`config.mk`:
```
export PLATFORM = sky130hd
export DESIGN_NAME = dual_chan_regif
export DESIGN_NICKNAME = d
export VERILOG_FILES = /design/src/rtl/regif_pkg.sv /design/src/rtl/regif_decode.sv /design/src/rtl/regif_chan.sv /design/src/rtl/dual_chan_regif.sv
export SDC_FILE = /design/constraint.sdc
export NUM_CORES = 1
export LEC_CHECK = 0
export BUFFER_PORTS_ARGS = -buffer_cell sky130_fd_sc_hd__buf_4
export CORE_ASPECT_RATIO = 1.25
export CORE_UTILIZATION = 60
export DETAILED_ROUTE_END_ITERATION = 8
export GPL_TIMING_DRIVEN = 0
export HOLD_SLACK_MARGIN = 0.1
export PLACE_DENSITY = 0.75
export SLEW_MARGIN = 30
export SYNTH_ARGS = -nofsm -noshare
export SYNTH_HDL_FRONTEND = slang
export SYNTH_SLANG_ARGS = --single-unit
```
`constraint.sdc`:
```
create_clock -name clk -period 9.9 [get_ports clk]
set_input_delay 1.98 -clock clk [delete_from_list [all_inputs] [get_ports clk]]
set_output_delay 1.98 -clock clk [all_outputs]
set_load 0.03 [all_outputs]
```
`src/rtl/regif_pkg.sv`:
```
package regif_pkg;

  // Offsets inside one channel window
  localparam logic [2:0] OFF_CMD  = 3'd1;
  localparam logic [2:0] OFF_DATA = 3'd5;
  localparam logic [2:0] OFF_LOWA = 3'd0;
  localparam logic [2:0] OFF_LOWB = 3'd4;

  // Register indices with special behaviour
  localparam int unsigned IDX_PENDING = 3;
  localparam int unsigned IDX_MIR_LO  = 12;
  localparam int unsigned IDX_MIR_HI  = 13;

  typedef struct packed {
    logic cmd_wr;
    logic cmd_rd;
    logic dat_wr;
    logic dat_rd;
    logic shifted;
  } acc_t;

endpackage

```
`src/rtl/regif_decode.sv`:
```
module regif_decode
  import regif_pkg::*;
#(
  parameter int unsigned BUS_W = 16,
  parameter int unsigned REG_W = 8,
  parameter int unsigned CH_W  = 1,
  localparam int unsigned ADDR_W = CH_W + 3
) (
  input  logic [ADDR_W-1:0] addr,
  input  logic              wr,
  input  logic              rd,
  input  logic [BUS_W-1:0]  wdata,
  output logic [CH_W-1:0]   ch,
  output acc_t              acc,
  output logic [REG_W-1:0]  wbyte
);

  logic [2:0] off_raw;
  logic [2:0] off_eff;
  logic       rd_only;
  logic       low_zero;

  always_comb begin
    off_raw  = addr[2:0];
    ch       = addr[ADDR_W-1:3];
    rd_only  = rd && !wr;
    low_zero = (wdata[REG_W-1:0] == '0);

    acc.shifted = (wr || rd_only) && low_zero &&
                  ((off_raw == OFF_LOWA) || (off_raw == OFF_LOWB));
    off_eff     = acc.shifted ? (off_raw + 3'd1) : off_raw;
    wbyte       = acc.shifted ? wdata[2*REG_W-1:REG_W] : wdata[REG_W-1:0];

    acc.cmd_wr  = wr      && (off_eff == OFF_CMD);
    acc.cmd_rd  = rd_only && (off_eff == OFF_CMD);
    acc.dat_wr  = wr      && (off_eff == OFF_DATA);
    acc.dat_rd  = rd_only && (off_eff == OFF_DATA);
  end

endmodule

```
`src/rtl/regif_chan.sv`:
```
module regif_chan
  import regif_pkg::*;
#(
  parameter int unsigned REG_W  = 8,
  parameter int unsigned NREG   = 16,
  parameter bit          HAS_IP = 1'b1,
  localparam int unsigned IDX_W = $clog2(NREG)
) (
  input  logic             clk,
  input  logic             rst,
  input  logic             cmd_wr,
  input  logic             cmd_rd,
  input  logic [REG_W-1:0] wbyte,
  input  logic [REG_W-1:0] ip_set,
  input  logic [IDX_W-1:0] cfg_idx,
  output logic [REG_W-1:0] rd_byte,
  output logic             irq_any,
  output logic [IDX_W-1:0] ptr,
  output logic             pend,
  output logic [REG_W-1:0] cfg_q
);

  localparam logic [IDX_W-1:0] P_IDX  = IDX_W'(IDX_PENDING);
  localparam logic [IDX_W-1:0] M_LO   = IDX_W'(IDX_MIR_LO);
  localparam logic [IDX_W-1:0] M_HI   = IDX_W'(IDX_MIR_HI);

  logic [REG_W-1:0] wbank [NREG];
  logic [REG_W-1:0] rr_mlo;
  logic [REG_W-1:0] rr_mhi;
  logic [REG_W-1:0] rr_ip;

  // Pointer protocol, write bank and mirrored read registers
  always_ff @(posedge clk) begin
    if (rst) begin
      ptr    <= '0;
      pend   <= 1'b0;
      rr_mlo <= '0;
      rr_mhi <= '0;
      cfg_q  <= '0;
      for (int i = 0; i < NREG; i++) wbank[i] <= '0;
    end else begin
      cfg_q <= wbank[cfg_idx];
      if (cmd_wr) begin
        if (!pend) begin
          ptr  <= wbyte[IDX_W-1:0];
          pend <= 1'b1;
        end else begin
          wbank[ptr] <= wbyte;
          if (ptr == M_LO) rr_mlo <= wbyte;
          if (ptr == M_HI) rr_mhi <= wbyte;
          ptr  <= '0;
          pend <= 1'b0;
        end
      end else if (cmd_rd) begin
        ptr  <= '0;
        pend <= 1'b0;
      end
    end
  end

  // Pending-interrupt status register, only on the channel that owns it
  generate
    if (HAS_IP) begin : g_ip
      logic clr_now;
      assign clr_now = cmd_rd && (ptr == P_IDX);
      always_ff @(posedge clk) begin
        if (rst) rr_ip <= '0;
        else     rr_ip <= (clr_now ? '0 : rr_ip) | ip_set;
      end
    end else begin : g_no_ip
      logic [REG_W-1:0] ip_unused;
      assign ip_unused = ip_set;
      always_ff @(posedge clk) rr_ip <= '0;
    end
  endgenerate

  assign irq_any = |rr_ip;

  always_comb begin
    unique case (ptr)
      P_IDX:   rd_byte = rr_ip;
      M_LO:    rd_byte = rr_mlo;
      M_HI:    rd_byte = rr_mhi;
      default: rd_byte = '0;
    endcase
  end

endmodule

```
`src/rtl/dual_chan_regif.sv`:
```
module dual_chan_regif
  import regif_pkg::*;
#(
  parameter int unsigned NUM_CH = 2,
  parameter int unsigned REG_W  = 8,
  parameter int unsigned NREG   = 16,
  parameter int unsigned BUS_W  = 16,
  localparam int unsigned CH_W   = $clog2(NUM_CH),
  localparam int unsigned IDX_W  = $clog2(NREG),
  localparam int unsigned ADDR_W = CH_W + 3,
  localparam int unsigned SEL_W  = CH_W + IDX_W
) (
  input  logic                    clk,
  input  logic                    rst,
  input  logic [ADDR_W-1:0]       bus_addr,
  input  logic                    bus_wr,
  input  logic                    bus_rd,
  input  logic [BUS_W-1:0]        bus_wdata,
  output logic [BUS_W-1:0]        bus_rdata,
  output logic                    irq_out,
  input  logic [REG_W-1:0]        ip_set,
  output logic [NUM_CH-1:0]       tx_strobe,
  output logic [REG_W-1:0]        tx_byte,
  input  logic [NUM_CH*REG_W-1:0] rx_bytes,
  output logic [NUM_CH-1:0]       rx_pop,
  input  logic [SEL_W-1:0]        cfg_sel,
  output logic [REG_W-1:0]        cfg_data
);

  logic [CH_W-1:0]  dec_ch;
  acc_t             dec_acc;
  logic [REG_W-1:0] dec_byte;

  regif_decode #(
    .BUS_W (BUS_W),
    .REG_W (REG_W),
    .CH_W  (CH_W)
  ) u_decode (
    .addr  (bus_addr),
    .wr    (bus_wr),
    .rd    (bus_rd),
    .wdata (bus_wdata),
    .ch    (dec_ch),
    .acc   (dec_acc),
    .wbyte (dec_byte)
  );

  logic [REG_W-1:0]        rd_byte_v [NUM_CH];
  logic [REG_W-1:0]        cfg_q_v   [NUM_CH];
  logic [NUM_CH-1:0]       irq_v;
  logic [NUM_CH-1:0]       pend_vec;
  logic [NUM_CH*IDX_W-1:0] ptr_flat;
  logic [NUM_CH-1:0]       ch_hit;

  generate
    for (genvar c = 0; c < NUM_CH; c++) begin : g_chan
      logic [IDX_W-1:0] ptr_c;
      assign ch_hit[c] = (dec_ch == CH_W'(c));
      regif_chan #(
        .REG_W  (REG_W),
        .NREG   (NREG),
        .HAS_IP (c == 0)
      ) u_chan (
        .clk     (clk),
        .rst     (rst),
        .cmd_wr  (dec_acc.cmd_wr && ch_hit[c]),
        .cmd_rd  (dec_acc.cmd_rd && ch_hit[c]),
        .wbyte   (dec_byte),
        .ip_set  ((c == 0) ? ip_set : '0),
        .cfg_idx (cfg_sel[IDX_W-1:0]),
        .rd_byte (rd_byte_v[c]),
        .irq_any (irq_v[c]),
        .ptr     (ptr_c),
        .pend    (pend_vec[c]),
        .cfg_q   (cfg_q_v[c])
      );
      assign ptr_flat[c*IDX_W +: IDX_W] = ptr_c;
    end
  endgenerate

  assign irq_out = |irq_v;

  // Read value before the legacy shift
  logic [REG_W-1:0] rd_val;
  always_comb begin
    rd_val = '0;
    if (dec_acc.cmd_rd)      rd_val = rd_byte_v[dec_ch];
    else if (dec_acc.dat_rd) rd_val = rx_bytes[dec_ch*REG_W +: REG_W];
  end

  logic [CH_W-1:0] cfg_ch_q;

  always_ff @(posedge clk) begin
    if (rst) begin
      bus_rdata <= '0;
      tx_strobe <= '0;
      tx_byte   <= '0;
      rx_pop    <= '0;
      cfg_ch_q  <= '0;
    end else begin
      cfg_ch_q  <= cfg_sel[SEL_W-1:IDX_W];
      tx_strobe <= dec_acc.dat_wr ? ch_hit : '0;
      rx_pop    <= dec_acc.dat_rd ? ch_hit : '0;
      if (dec_acc.dat_wr) tx_byte <= dec_byte;
      if (bus_rd && !bus_wr) begin
        if (dec_acc.shifted) bus_rdata <= BUS_W'(rd_val) << REG_W;
        else                 bus_rdata <= BUS_W'(rd_val);
      end
    end
  end

  assign cfg_data = cfg_q_v[cfg_ch_q];

endmodule

```
== Word-level counts from Yosys, hierarchy flattened ==
Memory sizes are Yosys's and may differ from the RTL's. A register that Yosys moved wholly into a read port is not among the register bits.
Index checks and enable logic that the tools add are counted.

* Equality and inequality tests: 8
* Multipliers: 0
* $add $sub $neg: 1
* Divide/modulo/power cells: 0
* Bitwise gates (word level): 6
* Shifts and indexed selects: 1
* Order comparisons: 2
* Reduce and logical (&&, ||, !) cells: 28
* Multiplexer cells: 42

{| class="wikitable"
|+ Operator list
! operator !! count
|-
| two-way mux 8 bit || 12
|-
| two-way mux 4 bit || 8
|-
| case mux 8 bit (3 select lines) || 1
|-
| OR reduction 8 bit || 3
|-
| two-way mux 1 bit || 18
|-
| equality test 4 bit, second input constant || 4
|-
| two-way mux 16 bit || 1
|-
| case mux 8 bit (2 select lines) || 1
|-
| variable part select 16 x 5 -> 8 bit || 1
|-
| logical AND 1 bit || 12
|-
| AND reduction 3 bit || 4
|-
| zero test 8 bit || 1
|-
| OR 8 bit || 1
|-
| equality test 3 bit, second input constant || 2
|-
| equality test 4 x 2 -> 1 bit, second input constant || 1
|-
| >= comparator 2 bit, second input constant || 2
|-
| inverter 1 -> 2 bit || 2
|-
| nonzero test 2 bit || 2
|-
| OR reduction 2 bit || 2
|-
| adder 3 x 1 -> 3 bit, second input constant || 1
|-
| equality test 3 x 1 -> 1 bit, second input constant || 1
|-
| zero test 3 bit || 1
|-
| two-way mux 3 bit || 1
|-
| inverter 1 bit || 3
|-
| other kinds (2) || 3
|}

* Input bits: 53
* Memory bits (read-only): 0
* Latch bits: 0
* Register bits: 79
* Memories: 2
* Bits in writable memories: 256
* Output and inout bits: 37

{| class="wikitable"
|+ Memory list
! memory !! words !! width !! rd ports !! clocked after memory_dff !! write ports !! RTL line !! text
|-
| g_chan[0].u_chan.wbank || 16 || 8 || 1 || 1 || 16 || regif_chan.sv:27 || <nowiki>logic [REG_W-1:0] wbank [NREG];</nowiki>
|-
| g_chan[1].u_chan.wbank || 16 || 8 || 1 || 1 || 16 || regif_chan.sv:27 ||
|}

== Depth between registers and ports, before layout ==
Gate-level depths: netlist of the first run.

* Word-level depth: 14
* Depth in mapped cells: 11
* Gate-level depth less buffers: 8

== Cells and area by module ==
Synthesis of the first run repeated with hierarchy kept, for this count alone.

* Cells, all modules: 1282
* Area, all modules: 16325.7 um^2

{| class="wikitable"
|+ Modules (own cells, without submodules)
! module !! cells an instance !! instances !! area an instance (um^2)
|-
| regif_chan at g_chan[0].u_chan || 578 || 1 || 7492.2
|-
| regif_chan at g_chan[1].u_chan || 550 || 1 || 7209.4
|-
| dual_chan_regif || 119 || 1 || 1340.0
|-
| regif_decode || 35 || 1 || 284.0
|}

== Worst setup path before layout of the first run ==
OpenSTA, ideal clock, no wires.

* Path type: input -> register
* Start: input port bus_addr[0]
* End: memory g_chan[0].u_chan.wbank[10][0], enable pin
* Stages on the path: 10
* Arrival time: 4.719 ns
* Slack: 4.797 ns
* Path buffers: 2
* Data required time: 9.516 ns
* Cells stage by stage: inv_1 > ha_1 > or4b_4 > o41a_1 > nor2_1 > nand3_1 > buf_2 > or3_1 > clkbuf_1 > o21ai_0

{| class="wikitable"
|+ RTL lines
! what !! RTL line !! text
|-
| from (decl) || dual_chan_regif.sv:15 || <nowiki>input logic [ADDR_W-1:0] bus_addr,</nowiki>
|-
| to (decl) || regif_chan.sv:27 ||
|}

==> results.sh, run 1 <==
export IMPL_fmax_mhz=185
export IMPL_seq_area_um2=9590
export IMPL_final_nets=1373
export IMPL_path_cells="buf_4, inv_1, ha_1, or4b_4, o41a_1, nor2_1, nand2_1, or3_1, clkbuf_1, o21ai_1"
export IMPL_cts_path_max_buffers=3
export IMPL_worst_pin_slew_ns=1.01
export IMPL_power_share_clock=0.406
export IMPL_finalWeightedCongestion=0.911
export IMPL_crit_arrival_ns=5.54
export IMPL_slowest_stage="o21ai_1"
export IMPL_drt_pass1_iterations=5
export IMPL_synthArstFlopShare=0
export IMPL_num_vias=10687
export IMPL_rrSetupSlack_ns=6.58
export IMPL_endpoint_kind="register"
export IMPL_worstPathRequired_ns=10.03
export IMPL_synth_cell_type_count=46
export IMPL_drt_total_wl_um=41900
export IMPL_yosys_warnings=0
export IMPL_synth_seq_cells=351
export IMPL_clock_sinks=351
export IMPL_portBuffers=84
export IMPL_synthesis_nets=1250
export IMPL_setup_viol=0
export IMPL_seqPwrFrac=0.522
export IMPL_path_max_fanout=10
export IMPL_place_inst=1612
export IMPL_antenna_left=0
export IMPL_grt_max_degree=16
export IMPL_synth_cell_area_um2=15300
export IMPL_hold_path_class="reg -> reg"
export IMPL_fin_tns_setup_ns=0
export IMPL_cts_tree="done"
export IMPL_p_int_uw=2430
export IMPL_p_leak_uw=0.00610
export IMPL_antenna_found_initial=1
export IMPL_p_sw_frac=0.222
export IMPL_finalClockSkew_ns=0.0219
export IMPL_cts_setup_buffers=0
export IMPL_netlist_instances=1195
export IMPL_cts_hold_buf=0
export IMPL_initial_utilization=0.617
export IMPL_syn_avg_cell_area_um2=12.8
export IMPL_vias_per_cell=6.39
export IMPL_slew_headroom=0.325
export IMPL_rsz0062_at_grt="no"
export IMPL_p_sw_uw=696
export IMPL_synth_edf_count=256
export IMPL_grt_pass1_vias=10890
export IMPL_ios=90
export IMPL_n_antenna_cell=0
export IMPL_multiInputGateArea_um2=5330
export IMPL_post_route_cells_drive_above_1_share=0.206
export IMPL_core_region_area_um2=24700
export IMPL_comb_power_share=0.071
export IMPL_grt_pass1_wl_um=63500
export IMPL_drtIter0Drc=1210
export IMPL_cts_buffers=34
export IMPL_final_cell_count_no_fill=1673
export IMPL_rows=64
export IMPL_grt_overflow_total=0
export IMPL_crit_type="in -> reg"
export IMPL_gr_usage_all_layers=0.338
export IMPL_min_period_ns=5.41
export IMPL_slew_violations=0
export IMPL_ys_flop_type="edfxtp_1"
export IMPL_place_hpwl_um=29800
export IMPL_dp_slack_ns=4.04
export IMPL_drv_cap=0
export IMPL_fin_crit_sh=0.547
export IMPL_fin_ws_ns=4.49
export IMPL_post_drt_wl_per_cell_um=25.1
export IMPL_drc=0
export IMPL_layout_area_overhead_vs_synth_pct=14.3
export IMPL_status="completed"
export IMPL_die_h_um=180
export IMPL_cts_root_buf="clkbuf_16"
export IMPL_worst_setup_path_start_kind="input pin"
export IMPL_hold_viol_final=0
export IMPL_cts_resized=0
export IMPL_htreeDepth=2
export IMPL_die_x_um=145
export IMPL_fillers=1677
export IMPL_die_area_um2=26100
export IMPL_slowest_delay_ns=0.76
export IMPL_synth_seq_area_share=0.628
export IMPL_ir_worst_vdd_uv=131
export IMPL_clock_latency_ns=0.52
export IMPL_clk_pin_slew_worst_paths_ns=0.06
export IMPL_power_density_nw_per_um2=179
[critical path: cells and delay by family]
family,cells,cell delay [ns]
AO/OA/AOI/OAI,2,1.33
adder cells (fa/ha/maj),1,0.14
buffers and inverters,3,0.52
AND/OR/NAND/NOR,4,1.57
[placed cells by master (no fill, tap or decap), types with 21 or more instances in the layout]
cell,n
mux2i_1,34
dfxtp_1,95
a211oi_1,21
edfxtp_1,256
o21ai_0,25
nand2_1,87
nor2_1,330
buf_4,86
clkbuf_16,36
buf_2,25
mux4_2,80
clkbuf_1,61
[cell usage after synthesis (2+ instances only)]
library cell    n  area, um2
nand2_1        87        327
a21oi_1         7       35.0
nor4_4          3       63.8
a22o_1          8       70.1
nor3_1          5       25.0
and2_1         19        119
nand3_1        15       75.1
buf_1          10       37.5
mux2_2         15        169
and3_1          2       12.5
a21o_1         15        113
buf_2          21        105
mux4_2         80       1800
clkbuf_1       54        203
a211oi_1       21        158
or2_2           3       18.8
nor2_1        330       1240
a31oi_1         4       25.0
o31ai_1         2       15.0
ha_1            2       25.0
o31a_1          7       61.3
o21ai_0        45        225
mux2i_1        34        340
edfxtp_1      256       7690
inv_1           4       15.0
nand4_1         4       25.0
dfxtp_1        95       1900
nand2b_1        4       25.0
or4_1           4       30.0
nor2b_1        10       62.6
a32oi_1         7       61.3
nor4_1          4       25.0
or3_1           5       31.3
[per-layer routing]
| layer | vias up | part of all wire | wire, um | GRT usage |
|---|---|---|---|---|
| met3 | 126 | 0.087 | 3660 | 0.0643 |
| met4 | 2 | 0.053 | 2230 | 0.171 |
| met1 | 5274 | 0.36 | 15200 | 0.425 |
| li1 | 4599 | - | - | - |
| met2 | 686 | 0.50 | 20800 | 0.556 |
| met5 | - | 0.00043 | 18 | 0 |
[through the flow]
step | utilization | hold WS (ns) | power [uW] | cell area [um2]
finish | 0.705 | 0.465 | 3130 | 17400
floorplan | - | 0.436 | 1790 | 15300
CTS | 0.705 | 0.468 | 3130 | 17400
global placement | 0.659 | 0.442 | 1880 | 16300
detailed placement | 0.661 | 0.450 | 1890 | 16400
global route | 0.705 | 0.481 | 3200 | 17400
[worst paths after layout]
path | from | end | cells past startpoint
worst max register to register | g_chan[1].u_chan.ptr[2] | g_chan[1].u_chan.wbank[13][4] | 6
worst min register to register | bus_rdata[12] | bus_rdata[12] | 2
worst min-delay path | bus_rdata[12] | bus_rdata[12] | 2
worst max-delay path | bus_addr[0] | g_chan[1].u_chan.wbank[5][7] | 10
[power by group through the flow]
stage / Sequential (uW) / Combinational (uW) / Clock, uW
2_1_floorplan: 1660 / 132 / 0
3_3_place_gp: 1660 / 216 / 0
3_5_place_dp: 1660 / 221 / 0
4_1_cts: 1630 / 222 / 1270
5_1_grt: 1640 / 234 / 1330
6_report: 1630 / 223 / 1270
[final cells by class]
cell class,instances,share of cell area
Sequential cell,351,0.550
Clock inverter,17,0.00760
Tap cell,330,0.0237
Clock buffer,44,0.0539
Inverter,4,0.000861
Timing Repair Buffer,87,0.0375
Buffer,87,0.0213
Multi-Input combinational cell,753,0.305
[kinds of logic (layout without fill, tap and decap cells)]
group	Yosys count	count (layout)	share of synthesized area
AOI/OAI and AO/OA	119	119	0.0520
adders and majority gates	2	2	0.00164
buffers and inverters	91	239	0.0248
DFF	351	351	0.628
muxes	131	131	0.153
and+or+nand+nor	501	501	0.140
[state kept, by name (all words and copies together) (netlist names)]
name,cells
g_chan.u_chan.wbank,256
bus_rdata,16
g_chan.u_chan.cfg_q,16
g_chan.u_chan.rr_mhi,16
g_chan.u_chan.rr_mlo,16
g_chan.u_chan.ptr,8
g_chan.u_chan.rr_ip,8
tx_byte,8
g_chan.u_chan.pend,2
rx_pop,2
tx_strobe,2
cfg_ch_q,1
(Power assumes the default switching activity.)
==> run 2, diff against run 1 <==
--- a/config.mk
+++ b/config.mk
@@ -7,11 +7,11 @@
 export LEC_CHECK = 0
 export BUFFER_PORTS_ARGS = -buffer_cell sky130_fd_sc_hd__buf_4
 export CORE_ASPECT_RATIO = 1.25
-export CORE_UTILIZATION = 60
+export CORE_UTILIZATION = 55
 export DETAILED_ROUTE_END_ITERATION = 8
 export GPL_TIMING_DRIVEN = 0
 export HOLD_SLACK_MARGIN = 0.1
-export PLACE_DENSITY = 0.75
+export PLACE_DENSITY = 0.72
 export SLEW_MARGIN = 30
 export SYNTH_ARGS = -nofsm -noshare
 export SYNTH_HDL_FRONTEND = slang
==> constraint.sdc (replaced) <==
create_clock -name clk -period 4.5 [get_ports clk]
set_input_delay 0.9 -clock clk [delete_from_list [all_inputs] [get_ports clk]]
set_output_delay 0.9 -clock clk [all_outputs]
set_load 0.03 [all_outputs]
==> run 2 against run 1 <==
Compared with the run above:
- global-route usage shrank 2.9 points
- largest cell class unchanged
- combinational power grew 120%
- cell area grew 0.65%
- clock skew shrank 0.0040 ns
- critical path depth is the same
- highest routed layer unchanged
- worst setup slack lost 4.4 ns
==> results.sh, run 2 (synthesis results as in run 1) <==
export IMPL_status="completed"
export IMPL_layout_common_cells="nor2_1, edfxtp_1, dfxtp_1, nand2_1, buf_4"
export IMPL_vias_per_cell=6.24
export IMPL_cts_tree="done"
export IMPL_p_total_uw=7110
export IMPL_gr_usage_all_layers=0.309
export IMPL_cts_buffers=35
export IMPL_die_x_um=151
export IMPL_post_route_cells_drive_above_1_share=0.208
export IMPL_drt_pass1_iterations=6
export IMPL_grt_max_degree=16
export IMPL_drt_total_wl_um=42200
export IMPL_setup_viol=0
export IMPL_fin_ws_ns=0.126
export IMPL_crit_arrival_ns=4.52
export IMPL_clk_pin_slew_worst_paths_ns=0.06
export IMPL_ios=90
export IMPL_num_vias=10527
export IMPL_core_region_area_um2=27100
export IMPL_cts_hold_buf=0
export IMPL_dp_slack_ns=-0.454
export IMPL_endpoint_kind="register"
export IMPL_finalWeightedCongestion=0.954
export IMPL_final_nets=1372
export IMPL_min_period_ns=4.37
export IMPL_portBuffers=84
export IMPL_layout_area_overhead_vs_synth_pct=15.0
export IMPL_largest_reg_flops=256
export IMPL_fmax_mhz=229
export IMPL_crit_type="in -> reg"
export IMPL_worst_setup_path_start_kind="input pin"
export IMPL_post_drt_wl_per_cell_um=25.0
export IMPL_drv_cap=0
export IMPL_grt_overflow_total=0
export IMPL_slowest_delay_ns=0.78
export IMPL_slew_headroom=0.381
export IMPL_place_inst=1625
export IMPL_place_hpwl_um=30200
export IMPL_regMostFlops="g_chan.u_chan.wbank"
export IMPL_cts_resized=0
export IMPL_hold_viol_final=0
export IMPL_finalClockSkew_ns=0.0179
export IMPL_grt_pass1_vias=10607
export IMPL_holdWs_ns=0.461
export IMPL_final_cell_count_no_fill=1688
export IMPL_reg2reg_from="g_chan[1].u_chan.ptr[2]"
export IMPL_cts_setup_buffers=0
export IMPL_cts_path_max_buffers=3
export IMPL_worstPathRequired_ns=4.64
export IMPL_grt_pass1_wl_um=63700
export IMPL_clock_latency_ns=0.52
export IMPL_die_area_um2=28400
export IMPL_antenna_found_initial=1
export IMPL_slowest_stage="o21ai_1"
export IMPL_rrSetupSlack_ns=1.16
export IMPL_htreeDepth=2
export IMPL_worstSetupStartpoint="bus_addr[0]"
export IMPL_power_density_nw_per_um2=405
export IMPL_rsz0062_at_grt="no"
export IMPL_antenna_left=0
export IMPL_slew_violations=0
export IMPL_die_h_um=188
export IMPL_rows=67
export IMPL_p_leak_uw=0.00613
export IMPL_path_cells="buf_4, inv_1, ha_1, or4b_4, o41a_1, nor2_1, nand2_1, or3_1, clkbuf_1, o21ai_1"
export IMPL_cts_root_buf="clkbuf_16"
export IMPL_final_common_cell="nor2_1"
export IMPL_fin_crit_sh=0.972
export IMPL_min_from="bus_rdata[9]"
export IMPL_path_max_fanout=10
export IMPL_n_antenna_cell=0
export IMPL_clock_sinks=351
export IMPL_hold_path_class="reg -> reg"
export IMPL_ir_worst_vdd_uv=303
export IMPL_drtIter0Drc=1116
export IMPL_drc=0
export IMPL_worst_pin_slew_ns=0.924
export IMPL_initial_utilization=0.564
-- run 2: path summary, 6_finish.rpt --
path / endpoint / depth (start not counted)
setup / recovery: g_chan[1].u_chan.wbank[4][5] / 10
hold / removal: bus_rdata[9] / 2
setup reg to reg: g_chan[1].u_chan.wbank[13][4] / 6
hold reg to reg: bus_rdata[9] / 2
-- run 2: worst max-delay path: cells and delay by family --
kind / cells / cell delay (ns)
fa+ha+maj: 1 / 0.15
compound gates: 2 / 1.34
buf+inv: 3 / 0.48
simple gates: 4 / 1.64
-- run 2: stage by stage --
step	util	cell area, um2	setup TNS (ns)
after floorplan	-	15300	0
after global routing	0.648	17600	0
after CTS	0.648	17600	0
final	0.648	17600	0
after global placement	0.603	16300	-67.84
after detailed placement	0.605	16400	-28.78
-- run 2: per-layer routing --
layer  GRT usage  part of all wire  up-vias
li1            -                 -     4595
met1       0.399              0.38     5162
met2       0.505              0.49      638
met3      0.0538             0.082      130
met4       0.149             0.047        2
met5           0           0.00031        -
-- run 2: final cells by class --
cell class	count	area [um2]
Buffer	87	372
Clock buffer	49	1040
Clock inverter	14	143
Fill cell	2005	9520
Inverter	4	15.0
Multi-Input combinational cell	753	5330
Sequential cell	351	9590
Tap cell	345	432
Timing Repair Buffer	85	636
-- run 2: power breakdown --
part           switching [uW]  total, uW  leakage [uW]  internal (uW)
registers                37.6       3600       0.00341           3560
clock network            1240       3030      0.000581           1790
logic                     292        487       0.00214            196
total                    1570       7110       0.00613           5540
